### config.mk
export PLATFORM = sky130hd
export DESIGN_NAME = sleep_seq_ctrl
export DESIGN_NICKNAME = d
export VERILOG_FILES = /design/src/rtl/sleep_seq_pkg.sv /design/src/rtl/sleep_sync.sv /design/src/rtl/sleep_relock_timer.sv /design/src/rtl/sleep_fsm.sv /design/src/rtl/sleep_seq_ctrl.sv
export SDC_FILE = /design/constraint.sdc
export NUM_CORES = 1
export LEC_CHECK = 0
export ABC_AREA = 0
export BUFFER_PORTS_ARGS = -buffer_cell sky130_fd_sc_hd__buf_2
export CAP_MARGIN = 40
export CORE_MARGIN = 2
export CORE_UTILIZATION = 50
export CTS_CLUSTER_DIAMETER = 200
export DETAILED_ROUTE_END_ITERATION = 12
export GPL_TIMING_DRIVEN = 0
export PLACE_DENSITY = 0.77
export SLEW_MARGIN = 20
export SYNTH_ARGS = -nofsm -noshare
export SYNTH_HDL_FRONTEND = slang
export SYNTH_SLANG_ARGS = --single-unit
### constraint.sdc
create_clock -name clk -period 3.9 [get_ports clk]
set_input_delay 0.195 -clock clk [delete_from_list [all_inputs] [get_ports clk]]
set_output_delay 0.195 -clock clk [all_outputs]
set_load 0.005 [all_outputs]
### src/rtl/sleep_seq_pkg.sv
package sleep_seq_pkg;

  typedef enum logic [2:0] {
    ST_RUN     = 3'd0,
    ST_GRANT   = 3'd1,
    ST_NAP     = 3'd2,
    ST_DEEP    = 3'd3,
    ST_DEEPER  = 3'd4,
    ST_RELOCK  = 3'd5,
    ST_RSTHOLD = 3'd6
  } pstate_t;

  // control inputs, active high after inversion
  typedef struct packed {
    logic vlow;
    logic rst;
    logic halt;
    logic deep;
    logic doze;
    logic hold;
  } ctl_t;

  localparam int CTL_W = $bits(ctl_t);

endpackage

### src/rtl/sleep_sync.sv
module sleep_sync #(
  parameter int W      = 6,
  parameter int STAGES = 2
) (
  input  logic         clk,
  input  logic         rst,
  input  logic [W-1:0] d,
  output logic [W-1:0] q
);

  logic [W-1:0] stg_q [STAGES];

  genvar g;
  generate
    for (g = 0; g < STAGES; g++) begin : g_stage
      if (g == 0) begin : g_first
        always_ff @(posedge clk) begin
          if (rst) stg_q[g] <= '0;
          else     stg_q[g] <= d;
        end
      end else begin : g_next
        always_ff @(posedge clk) begin
          if (rst) stg_q[g] <= '0;
          else     stg_q[g] <= stg_q[g-1];
        end
      end
    end
  endgenerate

  assign q = stg_q[STAGES-1];

endmodule

### src/rtl/sleep_relock_timer.sv
module sleep_relock_timer #(
  parameter int PLL_CYCLES = 3000
) (
  input  logic clk,
  input  logic rst,
  input  logic run,
  output logic done
);

  localparam int CW = (PLL_CYCLES < 2) ? 1 : $clog2(PLL_CYCLES + 1);
  localparam logic [CW-1:0] LAST = CW'(PLL_CYCLES - 1);

  logic [CW-1:0] cnt_q;

  always_ff @(posedge clk) begin
    if (rst || !run) cnt_q <= '0;
    else if (cnt_q != LAST) cnt_q <= cnt_q + 1'b1;
  end

  assign done = run && (cnt_q == LAST);

  a_r4_done_only_in_relock: assert property (@(posedge clk) disable iff (rst)
    done |-> run);

  a_r5_count_cleared_outside: assert property (@(posedge clk) disable iff (rst)
    !run |=> (cnt_q == '0));

  a_r4_count_bounded: assert property (@(posedge clk) disable iff (rst)
    cnt_q <= LAST);

endmodule

### src/rtl/sleep_fsm.sv
module sleep_fsm
  import sleep_seq_pkg::*;
(
  input  logic    clk,
  input  logic    rst,
  input  ctl_t    cur,
  input  logic    relock_done,
  output logic    relock_run,
  output pstate_t state_q,
  output logic    accept_q,
  output logic    clkstop_q,
  output logic    lowv_q,
  output logic    err_q
);

  ctl_t    prv_q;
  ctl_t    chg;
  logic    was_rh_q;
  logic    pair_ok;
  logic    bad;
  pstate_t nxt;

  assign chg        = cur ^ prv_q;
  assign pair_ok    = (cur.deep == cur.halt);
  assign relock_run = (state_q == ST_RELOCK);

  always_comb begin
    nxt = state_q;
    if (cur.rst) begin
      nxt = ST_RSTHOLD;
    end else begin
      unique case (state_q)
        ST_RUN:     if (cur.hold) nxt = ST_GRANT;
        ST_GRANT:   if (!cur.hold) nxt = ST_RUN;
                    else if (cur.doze) nxt = ST_NAP;
        ST_NAP:     if (!cur.doze) nxt = ST_GRANT;
                    else if (cur.deep && cur.halt) nxt = ST_DEEP;
        ST_DEEP:    if (!cur.deep && !cur.halt) nxt = ST_RELOCK;
                    else if (cur.vlow) nxt = ST_DEEPER;
        ST_DEEPER:  if (!cur.vlow) nxt = ST_DEEP;
        ST_RELOCK:  if (cur.deep && cur.halt) nxt = ST_DEEP;
                    else if (relock_done) nxt = ST_NAP;
        ST_RSTHOLD: nxt = ST_RUN;
        default:    nxt = ST_RUN;
      endcase
    end
  end

  always_comb begin
    bad = 1'b0;
    unique case (state_q)
      ST_NAP:     bad = !cur.rst && (chg.hold || chg.vlow || !pair_ok);
      ST_DEEP:    bad = !cur.rst && (chg.hold || chg.doze || !pair_ok);
      ST_DEEPER:  bad = !cur.rst && (chg.hold || chg.doze || chg.deep || chg.halt);
      ST_RELOCK:  bad = !cur.rst && (chg.hold || chg.doze || chg.vlow || !pair_ok);
      ST_RSTHOLD: bad = was_rh_q && (cur.hold || cur.doze);
      default:    bad = 1'b0;
    endcase
  end

  always_ff @(posedge clk) begin
    if (rst) begin
      state_q   <= ST_RUN;
      prv_q     <= '0;
      was_rh_q  <= 1'b0;
      accept_q  <= 1'b1;
      clkstop_q <= 1'b0;
      lowv_q    <= 1'b0;
      err_q     <= 1'b0;
    end else begin
      state_q   <= nxt;
      prv_q     <= cur;
      was_rh_q  <= (state_q == ST_RSTHOLD);
      accept_q  <= (nxt == ST_RUN) || (nxt == ST_GRANT);
      clkstop_q <= (nxt == ST_DEEP) || (nxt == ST_DEEPER);
      lowv_q    <= (nxt == ST_DEEPER);
      err_q     <= err_q | bad;
    end
  end

  a_r2_nap_entry: assert property (@(posedge clk) disable iff (rst)
    (state_q == ST_NAP && $past(state_q) != ST_NAP)
      |-> ($past(state_q) == ST_GRANT || $past(state_q) == ST_RELOCK));

  a_r3_deep_entry: assert property (@(posedge clk) disable iff (rst)
    (state_q == ST_DEEP && $past(state_q) != ST_DEEP)
      |-> ($past(state_q) inside {ST_NAP, ST_DEEPER, ST_RELOCK}));

  a_r6_deeper_entry: assert property (@(posedge clk) disable iff (rst)
    (state_q == ST_DEEPER && $past(state_q) != ST_DEEPER)
      |-> ($past(state_q) == ST_DEEP));

  a_r7_no_accept_asleep: assert property (@(posedge clk) disable iff (rst)
    (state_q inside {ST_NAP, ST_DEEP, ST_DEEPER, ST_RELOCK, ST_RSTHOLD}) |-> !accept_q);

  a_r8_err_sticky: assert property (@(posedge clk) disable iff (rst)
    err_q |=> err_q);

  a_r9_reset_bypass: assert property (@(posedge clk) disable iff (rst)
    cur.rst |=> (state_q == ST_RSTHOLD));

endmodule

### src/rtl/sleep_seq_ctrl.sv
module sleep_seq_ctrl
  import sleep_seq_pkg::*;
#(
  parameter int PLL_CYCLES  = 3000,
  parameter int SYNC_STAGES = 2
) (
  input  logic       clk,
  input  logic       rst,
  input  logic       hold_n,
  input  logic       doze_n,
  input  logic       deep_n,
  input  logic       halt_n,
  input  logic       core_rst_n,
  input  logic       volt_low_req,
  output logic [2:0] state_o,
  output logic       accept_en,
  output logic       clk_stop_req,
  output logic       low_volt_req,
  output logic       seq_err
);

  ctl_t       raw;
  ctl_t       cur;
  logic [CTL_W-1:0] sync_q;
  logic       run;
  logic       done;
  pstate_t    st;

  always_comb begin
    raw.hold = ~hold_n;
    raw.doze = ~doze_n;
    raw.deep = ~deep_n;
    raw.halt = ~halt_n;
    raw.rst  = ~core_rst_n;
    raw.vlow = volt_low_req;
  end

  sleep_sync #(.W(CTL_W), .STAGES(SYNC_STAGES)) u_sync (
    .clk (clk),
    .rst (rst),
    .d   (raw),
    .q   (sync_q)
  );

  assign cur = ctl_t'(sync_q);

  sleep_relock_timer #(.PLL_CYCLES(PLL_CYCLES)) u_timer (
    .clk  (clk),
    .rst  (rst),
    .run  (run),
    .done (done)
  );

  sleep_fsm u_fsm (
    .clk         (clk),
    .rst         (rst),
    .cur         (cur),
    .relock_done (done),
    .relock_run  (run),
    .state_q     (st),
    .accept_q    (accept_en),
    .clkstop_q   (clk_stop_req),
    .lowv_q      (low_volt_req),
    .err_q       (seq_err)
  );

  assign state_o = st;

endmodule

### Yosys cells after proc, flatten, opt, wreduce, memory -nomap -nowiden

Memory sizes are Yosys's and may differ from the RTL's.
Cells that the tools add are included.

| cells by class | value |
|---|---|
| add/subtract/negate cells | 1 |
| equality and inequality tests | 12 |
| muxes and demuxes | 18 |
| bitwise logic cells | 9 |
| reductions and logical operators | 27 |

Operator list:

| operator | count |
|---|---|
| two-way mux 3 bit | 11 |
| case mux 3 bit (6 select lines) | 1 |
| adder 12 x 1 -> 12 bit, second input constant | 1 |
| == test 12 bit, second input constant | 1 |
| == test 3 bit, second input constant | 4 |
| logical OR 1 bit | 12 |
| two-way mux 6 bit | 2 |
| inequality test 12 bit, second input constant | 1 |
| == test 3 x 2 -> 1 bit, second input constant | 3 |
| logical AND 1 bit | 8 |
| == test 3 x 1 -> 1 bit, second input constant | 2 |
| zero test 3 bit | 2 |
| bitwise XOR 6 bit | 1 |
| zero test 1 bit | 5 |
| NOT 1 bit | 5 |
| case mux 1 bit (5 select lines) | 1 |
| two-way mux 1 bit | 3 |
| bitwise OR 1 bit | 3 |
| == test 1 bit | 1 |

| word-level totals | value |
|---|---|
| flip-flop bits (word level) | 26 |
| RAM bits | 12 |
| output and inout port bits | 7 |
| memories kept | 1 |

Memories:

| memory | depth | width | rd ports | clocked after memory_dff | write ports | line | RTL |
|---|---|---|---|---|---|---|---|
| u_sync.stg_q | 2 | 6 | 2 | 0 | 2 | sleep_sync.sv:11 | `logic [W-1:0] stg_q [STAGES];` |

### Logic depth before layout (Yosys ltp)

Gate-level depths: netlist of the first run.

| depth | value |
|---|---|
| word-level depth | 8 |
| gate-level depth with buffers | 7 |
| mapped depth without buffers | 7 |

### By module

Synthesis of the first run repeated with hierarchy kept, for this count alone.

| second synthesis, totals | value |
|---|---|
| cells, all modules | 183 |
| area total of the unflattened synthesis | 1696.6 µm² |

By module, submodules not included:

| module | times used | cells an instance | area each (µm²) |
|---|---|---|---|
| sleep_fsm | 1 | 84 | 715.7 |
| sleep_relock_timer | 1 | 69 | 595.6 |
| sleep_sync | 1 | 25 | 366.6 |
| sleep_seq_ctrl | 1 | 5 | 18.8 |

### Worst setup path before layout of the first run

OpenSTA, ideal clock, no wires.

| timing | value |
|---|---|
| path kind | reg-to-reg |
| start | register u_timer.cnt_q[0] |
| end | register u_fsm.clkstop_q |
| arrival time | 1.649 ns |
| slack | 2.166 ns |
| stages on the path, launching flop included | 8 |
| clock period less this slack | 1.734 ns |
| cell sequence | dfxtp_1 ha_1 and3_4 and4_4 buf_6 o311a_1 nand2b_4 o31ai_2 |

| between the ends | value |
|---|---|
| word-level cells in the longest chain between the ends | 8 |
| elaborated cells on any way between the ends | 9 |
| classes of those cells | eq/ne: 3; mux: 4; reduce/logical: 2 |

Ends and longest elaborated chain:

| item | line | RTL |
|---|---|---|
| start: declaration | sleep_relock_timer.sv:13 | `logic [CW-1:0] cnt_q;` |
| start signal: assignment | sleep_relock_timer.sv:17 | `else if (cnt_q != LAST) cnt_q <= cnt_q + 1'b1;` |
| == test 12 bit * | sleep_relock_timer.sv:20 | `assign done = run && (cnt_q == LAST);` |
| logical AND 1 bit * | sleep_relock_timer.sv:20 |  |
| two-way mux 3 bit * | sleep_fsm.sv:42 | `else if (relock_done) nxt = ST_NAP;` |
| two-way mux 3 bit * | sleep_fsm.sv:41 | `ST_RELOCK: if (cur.deep && cur.halt) nxt = ST_DEEP;` |
| case mux 3 bit (6 select lines) * | sleep_fsm.sv:32 | `unique case (state_q)` |
| two-way mux 3 bit * | sleep_fsm.sv:29 | `if (cur.rst) begin` |
| == test 3 x 2 -> 1 bit / == test 3 bit (equally long branches) | sleep_fsm.sv:75 | `clkstop_q <= (nxt == ST_DEEP) \|\| (nxt == ST_DEEPER);` |
| logical OR 1 bit * | sleep_fsm.sv:75 |  |
| end signal: assignment | sleep_fsm.sv:75 |  |
| end: declaration | sleep_fsm.sv:11 | `output logic clkstop_q,` |

Mark *: on every way between the ends. The rest lies on a longest branch, timed or not.
A chain may end at the register's enable or synchronous reset.

### Worst setup path after layout of the first run

| timing | value |
|---|---|
| start | register u_timer.cnt_q[0] |
| end | register u_fsm.lowv_q |

| between the ends | value |
|---|---|
| word-level cells in the longest chain between the ends | 7 |

Ends and longest elaborated chain:

| item | line | RTL |
|---|---|---|
| == test 12 bit | sleep_relock_timer.sv:20 |  |
| logical AND 1 bit | sleep_relock_timer.sv:20 |  |
| two-way mux 3 bit | sleep_fsm.sv:42 |  |
| two-way mux 3 bit | sleep_fsm.sv:41 |  |
| case mux 3 bit (6 select lines) | sleep_fsm.sv:32 |  |
| two-way mux 3 bit | sleep_fsm.sv:29 |  |
| == test 3 bit | sleep_fsm.sv:76 | `lowv_q <= (nxt == ST_DEEPER);` |
| end signal: assignment | sleep_fsm.sv:76 |  |
| end: declaration | sleep_fsm.sv:12 | `output logic lowv_q,` |

No other way between the ends.

==> results of run 1 <==
[synthesized netlist by cell type (all sizes together)]
cell type,number
nand2,10
nand3,7
nor3,4
and3,5
o31ai,1
nor4b,1
o2111ai,2
o2111a,1
xnor2,5
or3,2
mux2i,1
inv,6
and4,1
a31oi,1
o21ba,1
dfxtp,37
a41oi,1
or2,1
clkbuf,3
nor3b,2
and2,1
and3b,1
a41o,1
o211ai,2
a221oi,1
o21a,1
o21ai,5
o22ai,1
o311a,1
a211o,1
nor2b,14
a311oi,1
nand4,1
o21bai,1
a32oi,1
nand2b,3
xor2,7
nor4bb,1
a21oi,7
ha,3
buf,5
nor2,19
[power by group]
group | total, mW | internal, mW | switching, mW
clock | 0.264 | 0.136 | 0.129
sequential | 0.394 | 0.388 | 0.00642
combinational | 0.0533 | 0.0269 | 0.0264
[final cells by class]
| cell class | count | area, um^2 | share of cell area, % |
|---|---|---|---|
| well taps | 44 | 55.1 | 2.94 |
| flip-flops and latches | 37 | 741 | 39.5 |
| plain buffers | 8 | 57.6 | 3.07 |
| multi-input cells | 119 | 795 | 42.4 |
| repair buffers | 19 | 120 | 6.41 |
| inverters | 6 | 22.5 | 1.20 |
| clock inverters | 3 | 46.3 | 2.47 |
| clock buffers | 5 | 37.5 | 2.00 |
[worst reg2reg max path, cell delays in order, from the launching register on]
cell,delay [ns]
dfxtp_1,0.35
ha_1,0.25
and3_4,0.22
and4_4,0.17
buf_6,0.13
o311a_1,0.33
nand2b_4,0.16
nor3_1,0.21
[metrics by stage]
step	cells	hold slack [ns]	cell area (um^2)	setup slack, ns
3_3_place_gp	228	0.352	1740	2.08
2_1_floorplan	170	0.267	1620	2.17
4_1_cts	241	0.0284	1870	2.00
5_1_grt	241	0.0141	1870	1.92
3_5_place_dp	228	0.353	1740	2.05
6_report	241	0.0390	1870	2.01
[metal layers]
metal  track usage [%]  routed length [um]
met1              23.9                1380
met2              33.0                1490
met3              7.25                 111
met4              8.70                  79
met5                 0                   0
[cell usage in the layout, fill, tap and decap left out, drive strengths merged, types with 4 or more instances in the layout]
cell and instances:
a21oi 7, and3 5, buf 19, clkbuf 8, dfxtp 37, dlygate4sd3 5
inv 6, nand2 10, nand3 7, nor2 19, nor2b 14, nor3 4
o21ai 5, xnor2 5, xor2 7
[registers in the layout, summed over array words and instances, names as in the netlist]
register	count
u_timer.cnt_q	12
u_fsm.accept_q	1
u_fsm.state_q	3
u_fsm.err_q	1
u_fsm.lowv_q	1
u_fsm.prv_q	5
u_sync.stg_q	12
u_fsm.clkstop_q	1
u_fsm.was_rh_q	1
[worst max path at each step]
| stage | endpoint | slack, ns | start | depth (start not counted) |
|---|---|---|---|---|
| final | u_fsm.lowv_q | 2.01 | u_timer.cnt_q[0] | 7 |
| after global routing | u_fsm.lowv_q | 1.92 | u_timer.cnt_q[0] | 7 |
| after CTS | u_fsm.lowv_q | 2.00 | u_timer.cnt_q[0] | 7 |
| after detailed placement | u_fsm.lowv_q | 2.05 | u_timer.cnt_q[0] | 7 |
| after global placement | u_fsm.clkstop_q | 2.08 | u_timer.cnt_q[0] | 7 |
| after floorplan | u_fsm.clkstop_q | 2.17 | u_timer.cnt_q[0] | 7 |
[repair_timing]
item                      4_1_cts  5_1_grt
setup buffers                   0        0
hold buffers                    5        0
hold endpoints to repair        5        0
gates resized for setup         0        0
[kinds of logic after synthesis]
logic type                 count (synthesis)
xor gates and xnor gates                  12
adders and majority gates                  3
buffers and inverters                     14
muxes                                      1
AOI/OAI and AO/OA                         30
DFF                                       37
and+or+nand+nor                           73
==> impl_results.md, run 1 <==
* Status: completed
* Width of the die at 60.8 um
* Hold Path Origin: rst
* Global Route Usage Sum at approximately a fifth
* Warning count from the yosys run at 0
* Cell Area, Synth at 1620 um^2
* Signal arrival time at the worst endpoint at ~2.2 ns
* Final TNS setup at 0 ns
* Hold worst-path end: u_sync.stg_q[1][5]
* R2r endpoint: u_fsm.lowv_q
* Post-synth top area share at 45.9%
* Crit end category: register
* R2r startpoint: u_timer.cnt_q[0]
* R2R Setup Slk at 2.01 ns
* Synth Instances at between 150 and 200
* WL/cell at around 13 um
* Slew at the pin closest to its max-slew limit at between 0.5 and 0.6 ns
* Detail-routed via count per cell at 5.21
* Avg Cell Area, Syn at between 9 and 10 um^2
* Total Nets Final at 207
* DR pass1 iterations at 4
* Minimum clock period after layout at roughly 1.9 ns
* Hold/Removal Path Class: input pin to register
* # port buffers at 14
* Clk_lat worst skew at between 0.3 and 0.4 ns
* Htree depth at 2
* CTS tree: built
* GRT overflow at 0
* Critical Path Slowest Stage Cell: dfxtp_1
* Initial antenna violation count at 0
* DRC violation total after the first TritonRoute iteration at 26
* Final Setup Violations at 0
* Leakage power at 0.731 nW
* Post-synthesis mux area share at less than 1%
* Worst Path Max Fanout at 6
* Filler instances at between 200 and 300
* Crit-path cells: ha_1 > and3_4 > and4_4 > buf_6 > o311a_1 > nand2b_4 > nor3_1
* Vias in the first global route at approximately 1200
* Data required, critical path at 4.17 ns
* Final Util at 61.4%
* Drt total wl at ~3100 um
* Design Power at a little over 700 uW
* Slew HR at between 60% and 70%
* Largest net degree at the start of global routing at 14
* Reg clk slew, reported paths at between 0.1 and 0.15 ns
* Top cells by area, synth: dfxtp_1 (46%), nor2b_1 (5.4%), nor2_1 (4.4%)
* Crit-path max cell delay at approximately 0.35 ns
* Final period utilization at 48.3%
* Maxcap violations at 0
* Seq/Total Area, Yosys at between 40% and 50%
* Buf/Inv on CP at 1
* VDD IR-drop max at approximately 0.33 mV
* Mapped Nets at between 150 and 200
* Max-slew violation count at 0
* DRC viols at 0
* Final hold violation count at 0
* XOR/XNOR share of the synthesized area at 6.51%
* Clock sinks at 37
* Antenna viol nets, final at 0
* IO Count at 15
* Cell taking the most area after synthesis: dfxtp_1
* WHS Path Cells at 2
* Initial Util at between 50% and 60%
* Root buffer cell: clkbuf_4
* Dpl hpwl at ~2200 um
* Core region area at 3050 um^2
* Die height at 60.8 um
* Num CTS Buffers at 5
* P per Cell Area at ~380 nW/um^2
* Largest family of logic cells by synthesized area: simple AND/OR/NAND/NOR gates
* Post-synthesis compound-gate area fraction at 13.7%
* Startpoint types: register
* Clock buffer depth at 2
* Share of post-route cells with drive strength above 1 at about a fifth
* CP delay by family, top: simple AND/OR/NAND/NOR gates
* Yosys reg bits at 37
* Clock Skews at approximately 0.008 ns
* RD Place Congestion at roughly 0.84
* Synth-to-layout area growth at 16.0%
* DR vias at 1255
* Area share of fa/ha/maj cells after synthesis at roughly 2.3%
* Worst r2r path cells at 7
* First-pass GRT wire length at between 5000 and 6000 um
* Post-Synth Simple-Gate Area at approximately a quarter
* Unrepaired setup endpoints after global routing: false
* WS Path Type: register to register
* N_diodes at 0
* Row count at 20
* Netlist cell types at 48
* Die ar. at around 3700 um^2
* Fmax at 530 MHz
(Power assumes the default switching activity.)
==> inputs of run 2 (changes only) <==
Settings changed: PLACE_DENSITY 0.77 to 0.8.
Clock period 3.9 ns to 1.55 ns, I/O delays scaled along.
==> run 2 against run 1 <==
Against the previous run: critical path type unchanged; sequential cell count did not move; sequential share of layout area decreased by 2.9 points; die area did not move; worst setup slack got worse by 2.1 ns; largest cell class unchanged; the run now ends with setup timing left; highest routed layer unchanged.
==> impl_results.md, run 2 (synthesis gave the netlist of run 1 again) <==
* Initial Util at 52.9%
* Drt total wl at around 3400 um
* CTS tree: built
* Clk_lat worst skew at around 0.34 ns
* Share of post-route cells with drive strength above 1 at approximately a third
* CP delay by family, top: compound AO/OA/AOI/OAI gates
* Reg clk slew, reported paths at ~0.1 ns
* Antenna viol nets, final at 0
* Maxcap violations at 0
* Buf/Inv on CP at 0
* Synth-to-layout area growth at 26.8%
* Worst Path Max Fanout at 4
* DRC viols at 0
* Clock Skews at about 0.0072 ns
* Startpoint types: register
* Initial antenna violation count at 0
* Design Power at between 1.5 and 2 mW
* Slew at the pin closest to its max-slew limit at between 0.5 and 0.6 ns
* RD Place Congestion at around 0.8
* Core region area at between 3000 and 4000 um^2
* Final period utilization at 103%
* Failing checks: setup timing
* Final hold violation count at 0
* Num CTS Buffers at 5
* WL/cell at about 14 um
* Worst setup margin at -0.0529 ns
* Global Route Usage Sum at roughly a fifth
* Dpl hpwl at 2160 um
* Critical Path Slowest Stage Cell: dfxtp_4
* Total Nets Final at approximately 220
* Crit end category: register
* DR pass1 iterations at 4
* Status: finished, violations left
* Htree depth at 2
* Top Registers: u_sync.stg_q x12, u_timer.cnt_q x12, u_fsm.prv_q x5
* Largest net degree at the start of global routing at 12
* Commonest non-fill, non-tap cell in the layout: dfxtp_1
* Crit-path max cell delay at around 0.38 ns
* Crit-path cells: ha_2 > nand2b_1 > a31oi_1 > o22ai_2 > o21a_1 > o31ai_2
* # port buffers at 14
* Signal arrival time at the worst endpoint at between 1.5 and 2 ns
* Width of the die at between 60 and 70 um
* Fmax at between 600 and 700 MHz
* Clock sinks at 37
* Vias in the first global route at roughly 1200
* N_diodes at 0
* Commonest cells after routing, fill and taps aside: dfxtp_1 (31), nor2_1 (19), nor2b_1 (14), buf_2 (14), buf_4 (10)
* Row count at 20
* Final Setup Violations at 3
* Detail-routed via count per cell at between 5 and 6
* Dpl cells at about 230
* GRT overflow at 0
* Hold/Removal Path Class: input pin to register
* Data required, critical path at 1.81 ns
* Unrepaired setup endpoints after global routing: true
* DRC violation total after the first TritonRoute iteration at 45
* P per Cell Area at ~840 nW/um^2
* Final std cells w/o fill at 252
* Minimum clock period after layout at 1.60 ns
* Clock buffer depth at 2
* DR vias at between 1000 and 1500
* Leakage power at 0.805 nW
* Slew HR at between 60% and 70%
* Die height at between 60 and 70 um
* Max-slew violation count at 0
* Die ar. at between 3000 and 4000 um^2
* Root buffer cell: clkbuf_4
* WS Path Type: register to register
* First-pass GRT wire length at ~5400 um
* VDD IR-drop max at 0.731 mV
* IO Count at 15
[run 2: changes by cell type in the layout (fill, tap and decap cells not counted), moves of 2 or more]
| cell | before | now |
|---|---|---|
| dfxtp_2 | 0 | 5 |
| inv_1 | 6 | 4 |
| ha_1 | 3 | 0 |
| buf_4 | 1 | 10 |
| clkbuf_8 | 0 | 2 |
| dlygate4sd3_1 | 5 | 7 |
| dfxtp_1 | 37 | 31 |
| ha_4 | 0 | 2 |
[run 2: stage by stage]
step | setup TNS, ns | utilization (%) | setup WS [ns] | instance area (um^2) | hold WS [ns]
after CTS | -0.0455 | 63.9 | -0.0452 | 1950 | 0.394
after floorplan | -0.150 | - | -0.102 | 1630 | 0.149
after detailed placement | -0.475 | 57.5 | -0.196 | 1760 | 0.236
final | -0.0785 | 67.1 | -0.0529 | 2050 | 0.414
after global placement | -0.407 | 57.5 | -0.183 | 1760 | 0.233
after global routing | -0.295 | 67.1 | -0.143 | 2050 | 0.415
[run 2: worst paths after layout]
check                     start                 end  slack (ns)  cells after the start
max reg2reg  u_sync.stg_q[1][2]     u_fsm.clkstop_q       -0.05                      6
min                      hold_n  u_sync.stg_q[0][0]        0.41                      3
min reg2reg  u_sync.stg_q[0][0]  u_sync.stg_q[1][0]        0.45                      1
max          u_sync.stg_q[1][2]     u_fsm.clkstop_q       -0.05                      6
[run 2: layout make-up]
| cell class | instances | area, um^2 |
|---|---|---|
| Clock buffer | 7 | 65.1 |
| Fill cell | 238 | 1000 |
| Multi-Input combinational cell | 119 | 880 |
| Clock inverter | 1 | 5.00 |
| Tap cell | 44 | 55.1 |
| Sequential cell | 37 | 751 |
| Buffer | 7 | 48.8 |
| Inverter | 6 | 25.0 |
| Timing Repair Buffer | 31 | 219 |
[run 2: repair_timing]
item                                   CTS  global route
resized for setup                        6            18
cloned                                   0             0
endpoints found under the hold margin    8             0
pin swaps                                7             8
buffers inserted                         6             4
hold buffers                             7             0
setup endpoints to repair                5             9
[run 2: power by group]
part           leakage (nW)  internal [mW]  total [mW]  switching (mW)
clock                0.0413          0.263       0.567           0.304
sequential            0.305          0.976       0.994          0.0189
combinational         0.459         0.0846       0.160          0.0751
[run 2: metal layers]
layer	part of all wire (%)	wire, um	global-route usage, %	vias up
met5	0	0	0	-
met4	2.6	87	7.45	0
met3	4.8	164	6.40	9
met2	51	1730	33.9	40
met1	42	1430	23.3	649
li1	-	-	-	666
[run 2: worst reg2reg max path: cells and delay by family, from the launching register on]
| family | cells | cell delay, ns |
|---|---|---|
| and+or+nand+nor | 1 | 0.14 |
| AOI/OAI and AO/OA | 4 | 0.78 |
| DFF | 1 | 0.38 |
| adders and majority gates | 1 | 0.22 |
